[config.mk]
export PLATFORM = sky130hd
export DESIGN_NAME = spi_cs_timing_ctrl
export DESIGN_NICKNAME = d
export VERILOG_FILES = /design/src/rtl/cst_pkg.sv /design/src/rtl/cst_delay_cnt.sv /design/src/rtl/cst_cs_drive.sv /design/src/rtl/cst_sclk_gen.sv /design/src/rtl/spi_cs_timing_ctrl.sv
export SDC_FILE = /design/constraint.sdc
export NUM_CORES = 1
export LEC_CHECK = 0
export ABC_CLOCK_PERIOD_IN_PS = 16900
export BUFFER_PORTS_ARGS = -buffer_cell sky130_fd_sc_hd__buf_2
export CAP_MARGIN = 0
export CORE_MARGIN = 10
export CORE_UTILIZATION = 45
export CTS_CLUSTER_SIZE = 10
export DETAILED_ROUTE_END_ITERATION = 8
export PLACE_DENSITY_LB_ADDON = 0.08
export SLEW_MARGIN = 40
export SYNTH_ARGS = -nofsm -noshare
export SYNTH_HDL_FRONTEND = slang
export SYNTH_SLANG_ARGS = --single-unit
export TNS_END_PERCENT = 100
[constraint.sdc]
create_clock -name clk -period 16.9 [get_ports clk]
set_input_delay 5.07 -clock clk [delete_from_list [all_inputs] [get_ports clk]]
set_output_delay 5.07 -clock clk [all_outputs]
set_load 0.02 [all_outputs]
[src/rtl/cst_pkg.sv]
package cst_pkg;
  typedef enum logic [2:0] {
    ST_IDLE,
    ST_SWITCH,
    ST_SETUP,
    ST_ACTIVE,
    ST_HOLD,
    ST_GAP
  } cst_state_e;
endpackage

[src/rtl/cst_delay_cnt.sv]
// Counts cycles spent in the current phase; a programmed 0 behaves as 1.
module cst_delay_cnt #(
  parameter int DLY_W = 8
) (
  input  logic             clk,
  input  logic             rst,
  input  logic             clr,
  input  logic [DLY_W-1:0] dly,
  output logic             expired
);
  logic [DLY_W-1:0] cnt_q;
  logic [DLY_W-1:0] last_idx;

  assign last_idx = (dly == '0) ? '0 : dly - DLY_W'(1);
  assign expired  = (cnt_q >= last_idx);

  always_ff @(posedge clk) begin
    if (rst || clr)    cnt_q <= '0;
    else if (!expired) cnt_q <= cnt_q + DLY_W'(1);
  end
endmodule

[src/rtl/cst_cs_drive.sv]
// Registered chip-select encoder: one-hot active-low or pass-through code.
module cst_cs_drive #(
  parameter int CS_W = 4
) (
  input  logic            clk,
  input  logic            rst,
  input  logic            sel_on,
  input  logic            enc_mode,
  input  logic [CS_W-1:0] dev,
  output logic [CS_W-1:0] cs_n
);
  logic [CS_W-1:0] cs_nxt;

  always_comb begin
    cs_nxt = '1;
    if (sel_on) begin
      if (enc_mode) cs_nxt = dev;
      else begin
        for (int i = 0; i < CS_W; i++)
          if (dev == CS_W'(i)) cs_nxt[i] = 1'b0;
      end
    end
  end

  always_ff @(posedge clk) begin
    if (rst) cs_n <= '1;
    else     cs_n <= cs_nxt;
  end
endmodule

[src/rtl/cst_sclk_gen.sv]
// Serial clock level keeper and capture-strobe generator.
module cst_sclk_gen (
  input  logic clk,
  input  logic rst,
  input  logic cpol,
  input  logic cpha,
  input  logic run,
  input  logic tick,
  output logic sclk,
  output logic capture
);
  logic lead;
  assign lead = (~sclk) != cpol;

  always_ff @(posedge clk) begin
    if (rst) begin
      sclk    <= cpol;
      capture <= 1'b0;
    end else if (run && tick) begin
      sclk    <= ~sclk;
      capture <= lead ^ cpha;
    end else begin
      capture <= 1'b0;
      if (!run) sclk <= cpol;
    end
  end
endmodule

[src/rtl/spi_cs_timing_ctrl.sv]
module spi_cs_timing_ctrl
  import cst_pkg::*;
#(
  parameter int CS_W  = 4,
  parameter int DLY_W = 8
) (
  input  logic             clk,
  input  logic             rst,
  input  logic             cfg_en,
  input  logic             cfg_cpol,
  input  logic             cfg_cpha,
  input  logic             cfg_dec,
  input  logic [CS_W-1:0]  cfg_sel,
  input  logic [DLY_W-1:0] tm_setup,
  input  logic [DLY_W-1:0] tm_hold,
  input  logic [DLY_W-1:0] tm_switch,
  input  logic [DLY_W-1:0] tm_gap,
  input  logic             xfer_req,
  input  logic             xfer_end,
  input  logic             sclk_tick,
  output logic             xfer_grant,
  output logic             bus_idle,
  output logic [CS_W-1:0]  cs_n,
  output logic             sclk,
  output logic             capture
);
  cst_state_e       st_q, st_n, st_first;
  logic [CS_W-1:0]  tgt_q, last_q, dev_n;
  logic             dec_q, dec_n, last_vld_q, cs_act_q;
  logic             start_ok, take, expired, run, cs_on_n;
  logic [DLY_W-1:0] dly_cur;

  assign start_ok = xfer_req && cfg_en;
  assign st_first = (last_vld_q && (cfg_sel != last_q)) ? ST_SWITCH : ST_SETUP;

  always_comb begin
    st_n = st_q;
    unique case (st_q)
      ST_IDLE:   if (start_ok) st_n = st_first;
      ST_SWITCH: if (expired)  st_n = ST_SETUP;
      ST_SETUP:  if (expired)  st_n = ST_ACTIVE;
      ST_ACTIVE: if (xfer_end) st_n = ST_HOLD;
      ST_HOLD:   if (expired)  st_n = ST_GAP;
      ST_GAP:    if (expired)  st_n = start_ok ? st_first : ST_IDLE;
      default:                 st_n = ST_IDLE;
    endcase
  end

  always_comb begin
    unique case (st_q)
      ST_SWITCH: dly_cur = tm_switch;
      ST_SETUP:  dly_cur = tm_setup;
      ST_HOLD:   dly_cur = tm_hold;
      ST_GAP:    dly_cur = tm_gap;
      default:   dly_cur = '0;
    endcase
  end

  assign take    = start_ok && ((st_q == ST_IDLE) || ((st_q == ST_GAP) && expired));
  assign dev_n   = take ? cfg_sel : tgt_q;
  assign dec_n   = take ? cfg_dec : dec_q;
  assign cs_on_n = (st_n == ST_SETUP) || (st_n == ST_ACTIVE) || (st_n == ST_HOLD);
  assign run     = (st_q == ST_ACTIVE) && (st_n == ST_ACTIVE);

  always_ff @(posedge clk) begin
    if (rst) begin
      st_q       <= ST_IDLE;
      tgt_q      <= '0;
      dec_q      <= 1'b0;
      last_q     <= '0;
      last_vld_q <= 1'b0;
      xfer_grant <= 1'b0;
      bus_idle   <= 1'b1;
      cs_act_q   <= 1'b0;
    end else begin
      st_q       <= st_n;
      tgt_q      <= dev_n;
      dec_q      <= dec_n;
      xfer_grant <= (st_n == ST_ACTIVE);
      bus_idle   <= (st_n == ST_IDLE);
      cs_act_q   <= cs_on_n;
      if ((st_q == ST_ACTIVE) && (st_n == ST_HOLD)) begin
        last_q     <= tgt_q;
        last_vld_q <= 1'b1;
      end
    end
  end

  cst_delay_cnt #(.DLY_W(DLY_W)) u_dly (
    .clk(clk), .rst(rst), .clr(st_n != st_q), .dly(dly_cur), .expired(expired)
  );

  cst_cs_drive #(.CS_W(CS_W)) u_cs (
    .clk(clk), .rst(rst), .sel_on(cs_on_n), .enc_mode(dec_n), .dev(dev_n), .cs_n(cs_n)
  );

  cst_sclk_gen u_sclk (
    .clk(clk), .rst(rst), .cpol(cfg_cpol), .cpha(cfg_cpha), .run(run),
    .tick(sclk_tick), .sclk(sclk), .capture(capture)
  );

  AST_IDLE_DESEL: assert property (@(posedge clk) disable iff (rst) bus_idle |-> (cs_n == '1 && !cs_act_q)) else $error("idle with device selected");
  AST_GRANT_NOT_IDLE: assert property (@(posedge clk) disable iff (rst) xfer_grant |-> !bus_idle) else $error("grant while idle");
  AST_SETUP_BEFORE_GRANT: assert property (@(posedge clk) disable iff (rst) $rose(xfer_grant) |-> $past(cs_act_q)) else $error("grant without setup");
  AST_HOLD_AFTER_GRANT: assert property (@(posedge clk) disable iff (rst) $fell(xfer_grant) |-> cs_act_q) else $error("no hold after grant");
  AST_CS_STABLE_GRANT: assert property (@(posedge clk) disable iff (rst) (xfer_grant && $past(xfer_grant)) |-> $stable(cs_n)) else $error("cs moved in transfer");
  AST_CAPTURE_IN_GRANT: assert property (@(posedge clk) disable iff (rst) capture |-> xfer_grant) else $error("strobe outside grant");
  AST_DISABLED_STAYS_IDLE: assert property (@(posedge clk) disable iff (rst) (bus_idle && !cfg_en) |=> bus_idle) else $error("disabled block left idle");
endmodule

## Yosys cells after proc, flatten, opt, wreduce, memory -nomap -nowiden

Index checks and enable logic that the tools add are counted.

| word-level totals | value |
|---|---|
| output and inout port bits | 8 |
| bits of input ports | 45 |
| bits in registers | 29 |

| operators by class | value |
|---|---|
| equal/unequal tests | 15 |
| mux-type cells | 21 |
| reductions and logical operators | 17 |
| bitwise logic cells | 4 |
| add/sub/neg operators | 2 |
| order comparisons | 1 |

Operator list:

| operator | count |
|---|---|
| case mux 8 bit (4 select lines) | 1 |
| two-way mux 3 bit | 6 |
| case mux 3 bit (6 select lines) | 1 |
| == test 3 x 2 -> 1 bit, second input constant | 4 |
| == test 3 bit, second input constant | 3 |
| adder 8 x 1 -> 8 bit, second input constant | 1 |
| == test 4 x 2 -> 1 bit, second input constant | 2 |
| >= comparator 8 bit | 1 |
| zero test 8 bit | 1 |
| two-way mux 1 bit | 8 |
| two-way mux 4 bit | 2 |
| two-way mux 8 bit | 1 |
| subtractor 8 x 1 -> 8 bit, second input constant | 1 |
| logical AND 1 bit | 7 |
| zero test 3 bit | 2 |
| == test 4 x 1 -> 1 bit, second input constant | 1 |
| zero test 4 bit | 1 |
| logical OR 1 bit | 4 |
| two-way mux 2 bit | 2 |
| inequality test 4 bit | 1 |
| OR reduction 2 bit | 2 |
| == test 3 x 1 -> 1 bit, second input constant | 1 |
| inequality test 3 bit | 1 |
| inequality test 3 bit, second input constant | 1 |
| 3 further kinds | 5 |

## Logic depth before layout (Yosys ltp)

Gate-level depths: netlist of the first run.

| depth | value |
|---|---|
| depth in word-level cells | 12 |
| depth in mapped cells | 19 |
| gate-level depth less buffers | 16 |

## By module

Synthesis of the first run repeated with hierarchy kept, for this count alone.

| unflattened totals | value |
|---|---|
| cells, all modules | 225 |
| area total of the unflattened synthesis | 1960.6 sq um |

By module, submodules not included:

| module | area an instance (sq um) | cells each | instances | seq. area each (sq um) |
|---|---|---|---|---|
| spi_cs_timing_ctrl | 1006.0 | 113 | 1 | 300.3 |
| cst_delay_cnt | 688.2 | 88 | 1 | 160.2 |
| cst_cs_drive | 158.9 | 16 | 1 | 80.1 |
| cst_sclk_gen | 107.6 | 8 | 1 | 50.0 |

## Worst setup path after synthesis of the first run

No wires, ideal clock.

| path | value |
|---|---|
| kind | input port to flip-flop |
| start | input port tm_gap[0] |
| end | register u_sclk.sclk (enable) |
| path buffers | 1 |
| library setup time | 0.254 ns |
| required time | 16.646 ns |
| arrival time | 8.615 ns |
| cell stages on the path | 17 |
| setup slack | 8.031 ns |
| cell sequence | mux2_2 > a22oi_1 > a2bb2oi_1 > ha_1 > o2111ai_1 > nor3_1 > nand2_1 > and2_1 > ha_1 > nor2b_1 > o21a_1 > o31a_1 > buf_2 > or4_4 > a21oi_4 > nand2_2 > or3_1 |

| on the way | value |
|---|---|
| word-level cells in the longest chain between the ends | 10 |
| elaborated cells between the ends (all ways) | 14 |
| classes of those cells | 1 x add/sub; 1 x order compare; 2 x eq/ne; 7 x mux; 3 x reduce/logical |

Ends and longest elaborated chain:

| element | RTL line | text |
|---|---|---|
| start, declared | spi_cs_timing_ctrl.sv:17 | `input logic [DLY_W-1:0] tm_gap,` |
| case mux 8 bit (4 select lines) * | spi_cs_timing_ctrl.sv:50 | `unique case (st_q)` |
| subtractor 8 x 1 -> 8 bit / zero test 8 bit (equally long branches) | cst_delay_cnt.sv:14 | `assign last_idx = (dly == '0) ? '0 : dly - DLY_W'(1);` |
| two-way mux 8 bit * | cst_delay_cnt.sv:14 |  |
| >= comparator 8 bit * | cst_delay_cnt.sv:15 | `assign expired = (cnt_q >= last_idx);` |
| two-way mux 3 bit, on equally long branches | - |  |
| case mux 3 bit (6 select lines) * | spi_cs_timing_ctrl.sv:38 | `unique case (st_q)` |
| == test 3 x 2 -> 1 bit * | spi_cs_timing_ctrl.sv:63 | `assign run = (st_q == ST_ACTIVE) && (st_n == ST_ACTIVE);` |
| logical AND 1 bit * | spi_cs_timing_ctrl.sv:63 |  |
| logical AND 1 bit | cst_sclk_gen.sv:19 | `end else if (run && tick) begin` |
| inequality test 3 bit (no line) * | - |  |
| end signal, assigned | cst_sclk_gen.sv:17 | `sclk <= cpol;` |
| end signal, assigned | cst_sclk_gen.sv:20 | `sclk <= ~sclk;` |
| end signal, assigned | cst_sclk_gen.sv:24 | `if (!run) sclk <= cpol;` |
| end, declared | cst_sclk_gen.sv:9 | `output logic sclk,` |

Mark *: on every way between the ends. The rest lies on a longest branch, timed or not.
A chain may end at the register's enable or synchronous reset.

## Worst setup path after layout of the first run

Ends and elaborated chain as after synthesis.

==> results by group, run 1 <==
STA
  – Worst-Margin Slew: about 750 ps
  – RSZ-0062 raised after global routing: no
  – Max Slew Vio Count: 0
  – Final Skew: around 4.2 ps
  – Final worst-path cycle share: 0.532
  – Final Hold Fails: 0
  – Setup Viol. Count Final: 0
  – Peak Freq: between 100 and 150 MHz
  – Relative slew slack: 0.500
  – TNS Setup: 0 ps
  – Min Tclk post-route: about 9000 ps

Logic synthesis
  – Ys Warns: 0
  – Unique masters post-synth: 52
  – Cell Area, Synth: about 0.0021 mm²
  – Yosys top cell area share: 0.265
  – Synth Area per Inst: approximately 7.8 µm²
  – Sequential area share after synthesis: 0.280
  – Async SR Flop Fraction: 0
  – EDFF count, synth: 1
  – Syn Inst Count: approximately 270
  – Syn Nets: roughly 330
  – Flops & latches, synth: 29
  – Main area contributors after synthesis: dfxtp_1, nor2_1, ha_1
  – Ys flop type: dfxtp_1
  – Area leader, netlist: dfxtp_1

Final layout
  – Non-filler cells, final: around 370
  – Area Overhead vs Synth: 19.2%
  – Fillers: ~460
  – Post-Route Utilization: 0.566
  – Nets: around 380
  – Layout cells sized above 1: 0.218
  – Final Cell Area: 0.00252 mm²
  – Register area: about 590 µm²
  – Most frequent cells in the layout: buf_2, nor2_1, dfxtp_1
  – Antenna diode count: 0
  – Commonest non-fill, non-tap cell in the layout: buf_2
  – Footprint of the multi-input gates: 0.00144 mm²

Drt
  – Final ANT Viol Nets: 0
  – Vias per inst: around 5.5
  – Initial DRC Count: around 100
  – DR vias: just over 2k
  – Pre-antenna DRT Iters: 4
  – Routed wire length: roughly 5500 µm
  – DRC Markers: 0
  – Drt wl/cell: 14.8 µm

Clock network
  – Clk sink count: 29
  – CTS max path bufs: 2
  – Post-cts sizing count: 0
  – Root buffer cell: clkbuf_8
  – Total CTS buffers: 5
  – CTS clk-pin slew, worst paths: approximately 70 ps
  – H-tree level count: 2
  – Post-cts hold buffer count: 0
  – CTS tree: built
  – Postcts setup bufs: 0
  – Clk Latency, worst-skew pair: 270 ps

Floorplan
  – Rows: 24
  – Initial Util: 0.475
  – Die area: around 0.008 mm²
  – Core area: ~0.0044 mm²
  – Die height: 88.5 µm
  – IO Count: between 50 and 60
  – Die W: about 89 µm

Critical path
  – CP arrival: about 9000 ps
  – R2R Path End: u_sclk.sclk
  – Critical Path RT: roughly 17,000 ps
  – FF-to-FF Start: st_q[0]
  – CP max FO: 9
  – R2R depth: 16
  – Crit Path Class: input port to register
  – Worst setup path startpoint: tm_gap[0]
  – FF-to-FF setup slack: roughly 12,000 ps
  – CP Capture Type: register
  – CP Launch Type: input port

Global routing
  – All-layer global routing usage: 0.144
  – Initial antenna violation count: 0
  – First-pass GRT wire length: between 9000 and 10,000 µm
  – Pin count of the biggest net entering global routing: 26
  – Grt ovf: 0
  – Vias in the first global route: between 1.5k and 2k

Outcome
  – Outcome: complete, no violations

Power and ir drop
  – Sequential group share of total power: 0.324
  – Peak supply drop: between 0.05 and 0.06 mV
  – Clock power frac: 0.300
  – Sw Pwr: 0.0876 mW
  – Pint: between 0.15 and 0.2 mW
  – Sw frac: 0.352
  – Logic pwr share: 0.377
  – Final Power: between 0.2 and 0.25 mW
  – Leak pwr: about 1.1 nW
  – Power Density: slightly below 100 mW/mm²

Placement
  – GPL Wtd Cong: between 0.8 and 0.9
  – DP Cell Count: around 370
  – Placed cell areas: 0.00240 mm²
  – Input/output buffers: 52
  – Post-DP HPWL: ~4400 µm

Min path
  – Min-Delay Startpoint: last_vld_q
  – Hold EP: last_vld_q
  – Worst Hold Class: register to register
  – WHS Path Cells: 2

Job
  – Max-cap violation count: 0
metal layers:
layer | vias up | GRT usage | routed length, µm
met2 | 51 | 0.251 | 2740
met5 | - | 0 | 0
met1 | 908 | 0.166 | 2410
met4 | 0 | 0.0411 | 56
li1 | 1077 | - | -
met3 | 6 | 0.0432 | 318
synthesized netlist by cell type, types with 8 or more instances:
| master | number |
|---|---|
| a21oi_1 | 23 |
| clkbuf_1 | 9 |
| dfxtp_1 | 28 |
| ha_1 | 10 |
| inv_1 | 9 |
| mux2i_1 | 11 |
| nand2_1 | 24 |
| nand3_1 | 8 |
| nor2_1 | 35 |
| nor3_1 | 8 |
| o21ai_0 | 12 |
| xor2_1 | 11 |
flip-flops by register name, summed over array words and instances, names as in the netlist:
| name | count |
|---|---|
| u_dly.cnt_q | 8 |
| last_q | 4 |
| tgt_q | 4 |
| u_cs.cs_n | 4 |
| st_q | 3 |
| bus_idle | 1 |
| dec_q | 1 |
| last_vld_q | 1 |
| u_sclk.capture | 1 |
| u_sclk.sclk | 1 |
| xfer_grant | 1 |
cell type report:
class / instances / area share
sequential: 29 / 0.235
clock inverter: 2 / 0.0149
timing repair buffer: 53 / 0.106
multi-input combinational: 221 / 0.571
tap: 52 / 0.0258
clock buffer: 6 / 0.0328
inverter: 10 / 0.0149
per-stage QoR:
| step | worst slack [ps] | hold WS [ps] |
|---|---|---|
| 6_report | 7910 | 488 |
| 5_1_grt | 7510 | 521 |
| 4_1_cts | 7910 | 489 |
| 3_5_place_dp | 7600 | 479 |
| 3_3_place_gp | 7700 | 477 |
| 2_1_floorplan | 8030 | 462 |
how the worst max path moves through the flow:
stage / endpoint / depth (start not counted)
after floorplan: u_sclk.sclk / 17
after global placement: u_sclk.sclk / 17
after detailed placement: u_sclk.sclk / 17
after CTS: u_sclk.sclk / 17
after global routing: u_cs.cs_n[3] / 17
final: u_sclk.sclk / 17
power by group through the flow:
stage | clock network [mW] | logic [mW] | registers (mW)
final | 0.0746 | 0.0937 | 0.0805
after global routing | 0.0801 | 0.106 | 0.0814
after CTS | 0.0766 | 0.0939 | 0.0805
after detailed placement | 0 | 0.0935 | 0.0820
after global placement | 0 | 0.0916 | 0.0820
after floorplan | 0 | 0.0721 | 0.0807
worst max-delay path: stages:
cell and delay, ps:
buf_2 90, mux2_2 250, a22oi_1 140, a2bb2oi_1 280, ha_1 240, o2111ai_1 190
nor3_1 340, nand2_1 190, and2_1 200, ha_1 260, nor2b_1 50, o21a_1 190
o31a_1 360, or4_4 530, a21oi_4 190, nand2_2 80, or3_1 360
kinds of logic after synthesis:
family	Yosys count	synth area share
simple gates	106	0.241
flops	29	0.280
fa+ha+maj	10	0.0592
mux	16	0.0788
compound gates	72	0.230
buf+inv	22	0.0403
xor+xnor	17	0.0705
Power figures use the tool's default switching activity.
==> run 2: changes to the inputs <==
--- a/config.mk
+++ b/config.mk
@@ -5,7 +5,7 @@
 export SDC_FILE = /design/constraint.sdc
 export NUM_CORES = 1
 export LEC_CHECK = 0
-export ABC_CLOCK_PERIOD_IN_PS = 16900
+export ABC_CLOCK_PERIOD_IN_PS = 7860
 export BUFFER_PORTS_ARGS = -buffer_cell sky130_fd_sc_hd__buf_2
 export CAP_MARGIN = 0
 export CORE_MARGIN = 10
==> constraint.sdc (replaced) <==
create_clock -name clk -period 7.86 [get_ports clk]
set_input_delay 2.358 -clock clk [delete_from_list [all_inputs] [get_ports clk]]
set_output_delay 2.358 -clock clk [all_outputs]
set_load 0.02 [all_outputs]
==> results by group, run 2 (synthesized netlist as in run 1, its figures left out) <==
Outcome
  – Outcome: complete, no violations

Clock network
  – Post-cts hold buffer count: 0 (unchanged)
  – CTS max path bufs: 2 (unchanged)
  – Postcts setup bufs: 0 (unchanged)
  – Clk sink count: 29 (unchanged)
  – H-tree level count: 2 (unchanged)
  – CTS clk-pin slew, worst paths: 70 ps (about the same)
  – CTS tree: built
  – Post-cts sizing count: 0 (unchanged)
  – Total CTS buffers: 5 (unchanged)
  – Clk Latency, worst-skew pair: 280 ps (about the same)
  – Root buffer cell: clkbuf_8

Critical path
  – R2R depth: 16 (unchanged)
  – CP max FO: 9 (unchanged)
  – FF-to-FF setup slack: 2920 ps (-9040 ps)
  – CP max-delay cell: or4_4
  – Crit path cell chain: buf_2, mux2_2, a22oi_1, a2bb2oi_1, ha_1, o2111ai_1, nor3_1, nand2_1, and2_1, ha_1, nor2b_1, o21a_1, o31a_1, or4_4, a21oi_4, nand2_2, or3_1
  – Critical Path RT: 7900 ps (-9030 ps)
  – Most common cell on crit path: ha_1
  – Crit path to: u_sclk.sclk
  – FF-to-FF Start: st_q[0]
  – Worst setup path startpoint: tm_gap[0]
  – Crit Path Class: input port to register
  – CP peak stage delay: 530 ps (about the same)
  – CP Launch Type: input port
  – R2R Path End: u_sclk.sclk
  – CP Capture Type: register
  – CP arrival: 6310 ps (-2710 ps)

Final layout
  – Register area: 591 µm² (unchanged)
  – Commonest non-fill, non-tap cell in the layout: buf_2
  – Most frequent cells in the layout: buf_2, nor2_1, dfxtp_1
  – Area Overhead vs Synth: 19.2% (unchanged)
  – Antenna diode count: 0 (unchanged)
  – Nets: 375 (unchanged)
  – Footprint of the multi-input gates: 0.00144 mm² (unchanged)
  – Fillers: 458 (+0.66%)
  – Largest register FFs: 8 (unchanged)
  – Biggest register: u_dly.cnt_q
  – Non-filler cells, final: 373 (unchanged)
  – Layout cells sized above 1: 0.218 (unchanged)

Drt
  – Drt wl/cell: 15.0 µm (+1.2%)
  – Pre-antenna DRT Iters: 4 (unchanged)
  – Routed wire length: 5590 µm (+1.2%)
  – Initial DRC Count: 102 (-1.9%)
  – DRC Markers: 0 (unchanged)
  – Final ANT Viol Nets: 0 (unchanged)
  – Vias per inst: 5.52 (+0.88%)
  – DR vias: 2,060 (+0.88%)

Floorplan
  – Rows: 24 (unchanged)
  – Die area: 0.00783 mm² (unchanged)
  – IO Count: 53 (unchanged)
  – Die W: 88.5 µm (unchanged)
  – Core area: 0.00444 mm² (unchanged)
  – Initial Util: 0.475 (unchanged)
  – Die height: 88.5 µm (unchanged)

Placement
  – GPL Wtd Cong: 0.859 (about the same)
  – DP Cell Count: 365 (unchanged)
  – Post-DP HPWL: 4410 µm (+0.15%)
  – Input/output buffers: 52 (unchanged)
  – Dpl ws: 1290 ps (-6310 ps)

Global routing
  – Initial antenna violation count: 0 (unchanged)
  – Pin count of the biggest net entering global routing: 26 (unchanged)
  – First-pass GRT wire length: 9240 µm (unchanged)
  – Vias in the first global route: 1,937 (-3.1%)
  – Grt ovf: 0 (unchanged)
  – All-layer global routing usage: 0.146 (+0.00172)

STA
  – Final worst-path cycle share: 0.799
  – Worst-Margin Slew: 736 ps (-13.1 ps)
  – Min Tclk post-route: roughly 6300 ps
  – TNS Setup: 0 ps (unchanged)
  – Final Skew: 7.39 ps (+3.18 ps)
  – Final Hold Fails: 0 (unchanged)
  – RSZ-0062 raised after global routing: no
  – Peak Freq: roughly 160 MHz
  – Setup Viol. Count Final: 0 (unchanged)
  – Relative slew slack: 0.507 (+0.00711)
  – Final WS setup: 1580 ps (-6330 ps)
  – Max Slew Vio Count: 0 (unchanged)

Min path
  – Worst Hold Class: register to register

Power and ir drop
  – Power Density: 213 mW/mm² (+120%)
  – Leak pwr: 1.07 nW (unchanged)
  – Peak supply drop: 0.112 mV (+94%)

Job
  – Max-cap violation count: 0 (unchanged)
[run 2: where the power goes]
part	leakage (nW)	switching [mW]	internal [mW]	total (mW)
Clock	0.0574	0.0589	0.103	0.162
Combinational	0.772	0.116	0.0848	0.201
Sequential	0.238	0.0144	0.159	0.173
[run 2: per-stage QoR]
stage / hold slack (ps) / instance area (µm²) / util / total power, mW
6_report: 487 / 2520 / 0.566 / 0.536
5_1_grt: 523 / 2520 / 0.566 / 0.577
4_1_cts: 487 / 2520 / 0.566 / 0.541
3_5_place_dp: 477 / 2400 / 0.539 / 0.377
3_3_place_gp: 477 / 2400 / 0.539 / 0.373
2_1_floorplan: 462 / 2110 / - / 0.329
[run 2: layer usage]
layer	GRT usage	up-vias	wire length (µm)
li1	-	1076	-
met1	0.170	934	2420
met4	0.0455	0	69
met2	0.248	44	2750
met5	0	-	0
met3	0.0469	6	358
[run 2: worst min path at each step]
stage	startpoint	endpoint	slack [ps]	cells past startpoint
floorplan	last_vld_q	last_vld_q	460	2
CTS	last_vld_q	last_vld_q	490	2
global route	last_vld_q	last_vld_q	520	2
detailed placement	last_vld_q	last_vld_q	480	2
finish	last_vld_q	last_vld_q	490	2
global placement	last_vld_q	last_vld_q	480	2
[run 2: critical path, delay by kind of cell]
family                     cells  cell delay (ps)
muxes                          1              250
and+or+nand+nor                7             1750
adders and majority gates      2              500
AOI/OAI and AO/OA              6             1350
buffers and inverters          1               90
[run 2: cell type report]
class                           count  share of cell area
Inverter                           10              0.0149
Multi-Input combinational cell    221               0.571
Tap cell                           52              0.0258
Timing Repair Buffer               53               0.106
Sequential cell                    29               0.235
Clock inverter                      2              0.0149
Clock buffer                        6              0.0328
==> run 3: changes to the inputs <==
--- a/config.mk
+++ b/config.mk
@@ -5,7 +5,8 @@
 export SDC_FILE = /design/constraint.sdc
 export NUM_CORES = 1
 export LEC_CHECK = 0
-export ABC_CLOCK_PERIOD_IN_PS = 7860
+export ABC_AREA = 1
+export ABC_CLOCK_PERIOD_IN_PS = 6350
 export BUFFER_PORTS_ARGS = -buffer_cell sky130_fd_sc_hd__buf_2
 export CAP_MARGIN = 0
 export CORE_MARGIN = 10
==> constraint.sdc (replaced) <==
create_clock -name clk -period 6.35 [get_ports clk]
set_input_delay 1.905 -clock clk [delete_from_list [all_inputs] [get_ports clk]]
set_output_delay 1.905 -clock clk [all_outputs]
set_load 0.02 [all_outputs]
==> results by group, run 3 <==
Floorplan
  – Rows: 25 (+4.2%)
  – Core area: 0.00469 mm² (+5.6%)
  – Die W: 89.3 µm (+0.91%)
  – Initial Util: 0.461 (-0.0144)
  – IO Count: 53 (unchanged)
  – Die area: 0.00798 mm² (+1.8%)
  – Die height: 89.3 µm (+0.91%)

Critical path
  – FF-to-FF setup slack: 2720 ps (-200 ps)
  – CP max FO: 10 (+1)
  – CP Launch Type: input port
  – CP top delay family: simple AND/OR/NAND/NOR gates
  – CP max-delay cell: a211oi_4
  – CP arrival: 4630 ps (-1680 ps)
  – CP Buf/Inv Count: 3 (+2)
  – Crit Path Class: input port to register
  – Most common cell on crit path: nand2_1
  – Critical Path RT: 6520 ps (-1380 ps)
  – CP peak stage delay: 260 ps (-270 ps)
  – FF-to-FF Start: st_q[0]
  – R2R depth: 27 (+11)
  – CP Capture Type: register
  – R2R Path End: u_cs.cs_n[2]

STA
  – Worst-Margin Slew: 530 ps (-206 ps)
  – Relative slew slack: 0.646 (+0.139)
  – Peak Freq: between 200 and 250 MHz
  – Max Slew Vio Count: 0 (unchanged)
  – Min Tclk post-route: ~4500 ps
  – Final worst-path cycle share: 0.703
  – Final Skew: 3.93 ps (-3.47 ps)
  – RSZ-0062 raised after global routing: no
  – Worst hold slack: 476 ps (-10.6 ps)
  – Final Hold Fails: 0 (unchanged)
  – TNS Setup: 0 ps (unchanged)
  – Setup Viol. Count Final: 0 (unchanged)

Logic synthesis
  – Ys Warns: 0 (unchanged)
  – Unique masters post-synth: 34 (-35%)
  – Syn Nets: 374 (+14%)
  – Flops & latches, synth: 29 (unchanged)
  – Synth Area per Inst: 6.78 µm² (-13%)
  – Async SR Flop Fraction: 0 (unchanged)
  – Syn Inst Count: 319 (+17%)
  – Synth top cells by count: nand2_1, inv_1, nor2_1, dfxtp_1, nand3_1
  – Cell Area, Synth: 0.00216 mm² (+2.4%)
  – Area leader, netlist: dfxtp_1
  – Yosys top cell area share: 0.259 (-0.00614)
  – EDFF count, synth: 1 (unchanged)
  – Top-count cell post-synth: nand2_1
  – Main area contributors after synthesis: dfxtp_1, nand2_1, inv_1
  – Sequential area share after synthesis: 0.273 (-0.00647)
  – Ys flop type: dfxtp_1

Drt
  – DRC Markers: 0 (unchanged)
  – Pre-antenna DRT Iters: 4 (unchanged)
  – DR vias: 2,058 (-0.097%)
  – Initial DRC Count: 86 (-16%)
  – Routed wire length: 5240 µm (-6.3%)
  – Drt wl/cell: 12.2 µm (-19%)
  – Final ANT Viol Nets: 0 (unchanged)
  – Vias per inst: 4.80 (-13%)

Final layout
  – Most frequent cells in the layout: nand2_1, buf_2, inv_1
  – Final Cell Area: 0.00256 mm² (+1.6%)
  – Layout cells sized above 1: 0.253 (+0.0353)
  – Biggest register: u_dly.cnt_q
  – Commonest non-fill, non-tap cell in the layout: nand2_1
  – Nets: 430 (+15%)
  – Largest register FFs: 8 (unchanged)
  – Area Overhead vs Synth: 18.3%
  – Antenna diode count: 0 (unchanged)
  – Post-Route Utilization: 0.545 (-0.0214)

Min path
  – WHS Path Cells: 2 (unchanged)
  – Hold EP: last_vld_q
  – Worst Hold Class: register to register
  – Min-Delay Startpoint: last_vld_q

Clock network
  – Clk sink count: 29 (unchanged)
  – Total CTS buffers: 5 (unchanged)
  – Post-cts sizing count: 0 (unchanged)
  – Post-cts hold buffer count: 0 (unchanged)
  – Root buffer cell: clkbuf_8
  – CTS max path bufs: 2 (unchanged)
  – H-tree level count: 2 (unchanged)
  – CTS tree: built
  – CTS clk-pin slew, worst paths: 60 ps (about the same)
  – Clk Latency, worst-skew pair: 270 ps (about the same)
  – Postcts setup bufs: 0 (unchanged)

Placement
  – Input/output buffers: 52 (unchanged)
  – GPL Wtd Cong: 0.867 (+0.96%)
  – Post-DP HPWL: 4370 µm (-0.86%)
  – Placed cell areas: 0.00247 mm² (+3.1%)

Job
  – Max-cap violation count: 0 (unchanged)

Global routing
  – Pin count of the biggest net entering global routing: 12 (-54%)
  – Grt ovf: 0 (unchanged)
  – Initial antenna violation count: 0 (unchanged)
  – Vias in the first global route: 2,043 (+5.5%)
  – All-layer global routing usage: 0.134 (-0.0113)
  – First-pass GRT wire length: 8670 µm (-6.1%)

Power and ir drop
  – Logic pwr share: 0.570 (+0.195)
  – Leak pwr: 1.32 nW (+23%)
  – Pint: 0.473 mW (+36%)
  – Clock power frac: 0.172 (-0.130)
  – Peak supply drop: 0.136 mV (+22%)
  – Sw Pwr: 0.394 mW (+110%)
  – Power Density: 339 mW/mm² (+59%)
  – Sw frac: 0.454 (+0.101)
  – Sequential group share of total power: 0.259 (-0.064)

Outcome
  – Outcome: complete, no violations
run 3: routing by layer:
metal | global-route usage | vias up | wire length [µm] | share of wire
li1 | - | 1118 | - | -
met1 | 0.151 | 901 | 2230 | 0.43
met2 | 0.244 | 33 | 2680 | 0.51
met3 | 0.0383 | 6 | 290 | 0.055
met4 | 0.0303 | 0 | 36 | 0.0069
met5 | 0 | - | 0 | 0
run 3: cell type report:
class | instances | area, µm²
fillers | 480 | 2130
flip-flops and latches | 29 | 591
repair buffers | 52 | 260
inverters | 52 | 198
well taps | 54 | 67.6
clock buffers | 7 | 86.3
multi-input cells | 235 | 1360
run 3: worst max-delay path by stage:
stage | from | end | slack, ps | cells past startpoint
after global placement | tm_switch[1] | u_cs.cs_n[2] | 1650 | 25
after detailed placement | tm_switch[1] | u_cs.cs_n[2] | 1610 | 25
after CTS | tm_switch[1] | u_cs.cs_n[2] | 1870 | 25
after global routing | tm_switch[1] | u_cs.cs_n[2] | 1540 | 25
after floorplan | tm_switch[1] | u_cs.cs_n[2] | 2010 | 24
final | tm_switch[1] | u_cs.cs_n[2] | 1890 | 25
run 3: kinds of logic after synthesis:
group                    Yosys count  synth area share
AO/OA/AOI/OAI                     35             0.115
XOR/XNOR                          15            0.0608
adder cells (fa/ha/maj)           10            0.0579
buffers and inverters             55             0.100
flip-flops                        29             0.273
AND/OR/NAND/NOR                  175             0.394
run 3: tightest hold or removal path, cell delays in order, from the launching register on:
cell     delay (ps)
dfxtp_1         300
inv_1            60
a21oi_1          60
run 3: stage by stage:
step	instances	power [mW]	setup WS, ps
2_1_floorplan	319	0.629	2010
6_report	429	0.867	1890
5_1_grt	429	0.969	1540
4_1_cts	429	0.882	1870
3_3_place_gp	422	0.723	1650
3_5_place_dp	422	0.728	1610
run 3: power by group through the flow:
stage / sequential, mW / combinational, mW / clock, mW
6_report: 0.224 / 0.494 / 0.149
5_1_grt: 0.227 / 0.581 / 0.161
4_1_cts: 0.224 / 0.504 / 0.153
3_5_place_dp: 0.228 / 0.500 / 0
3_3_place_gp: 0.228 / 0.495 / 0
2_1_floorplan: 0.225 / 0.405 / 0
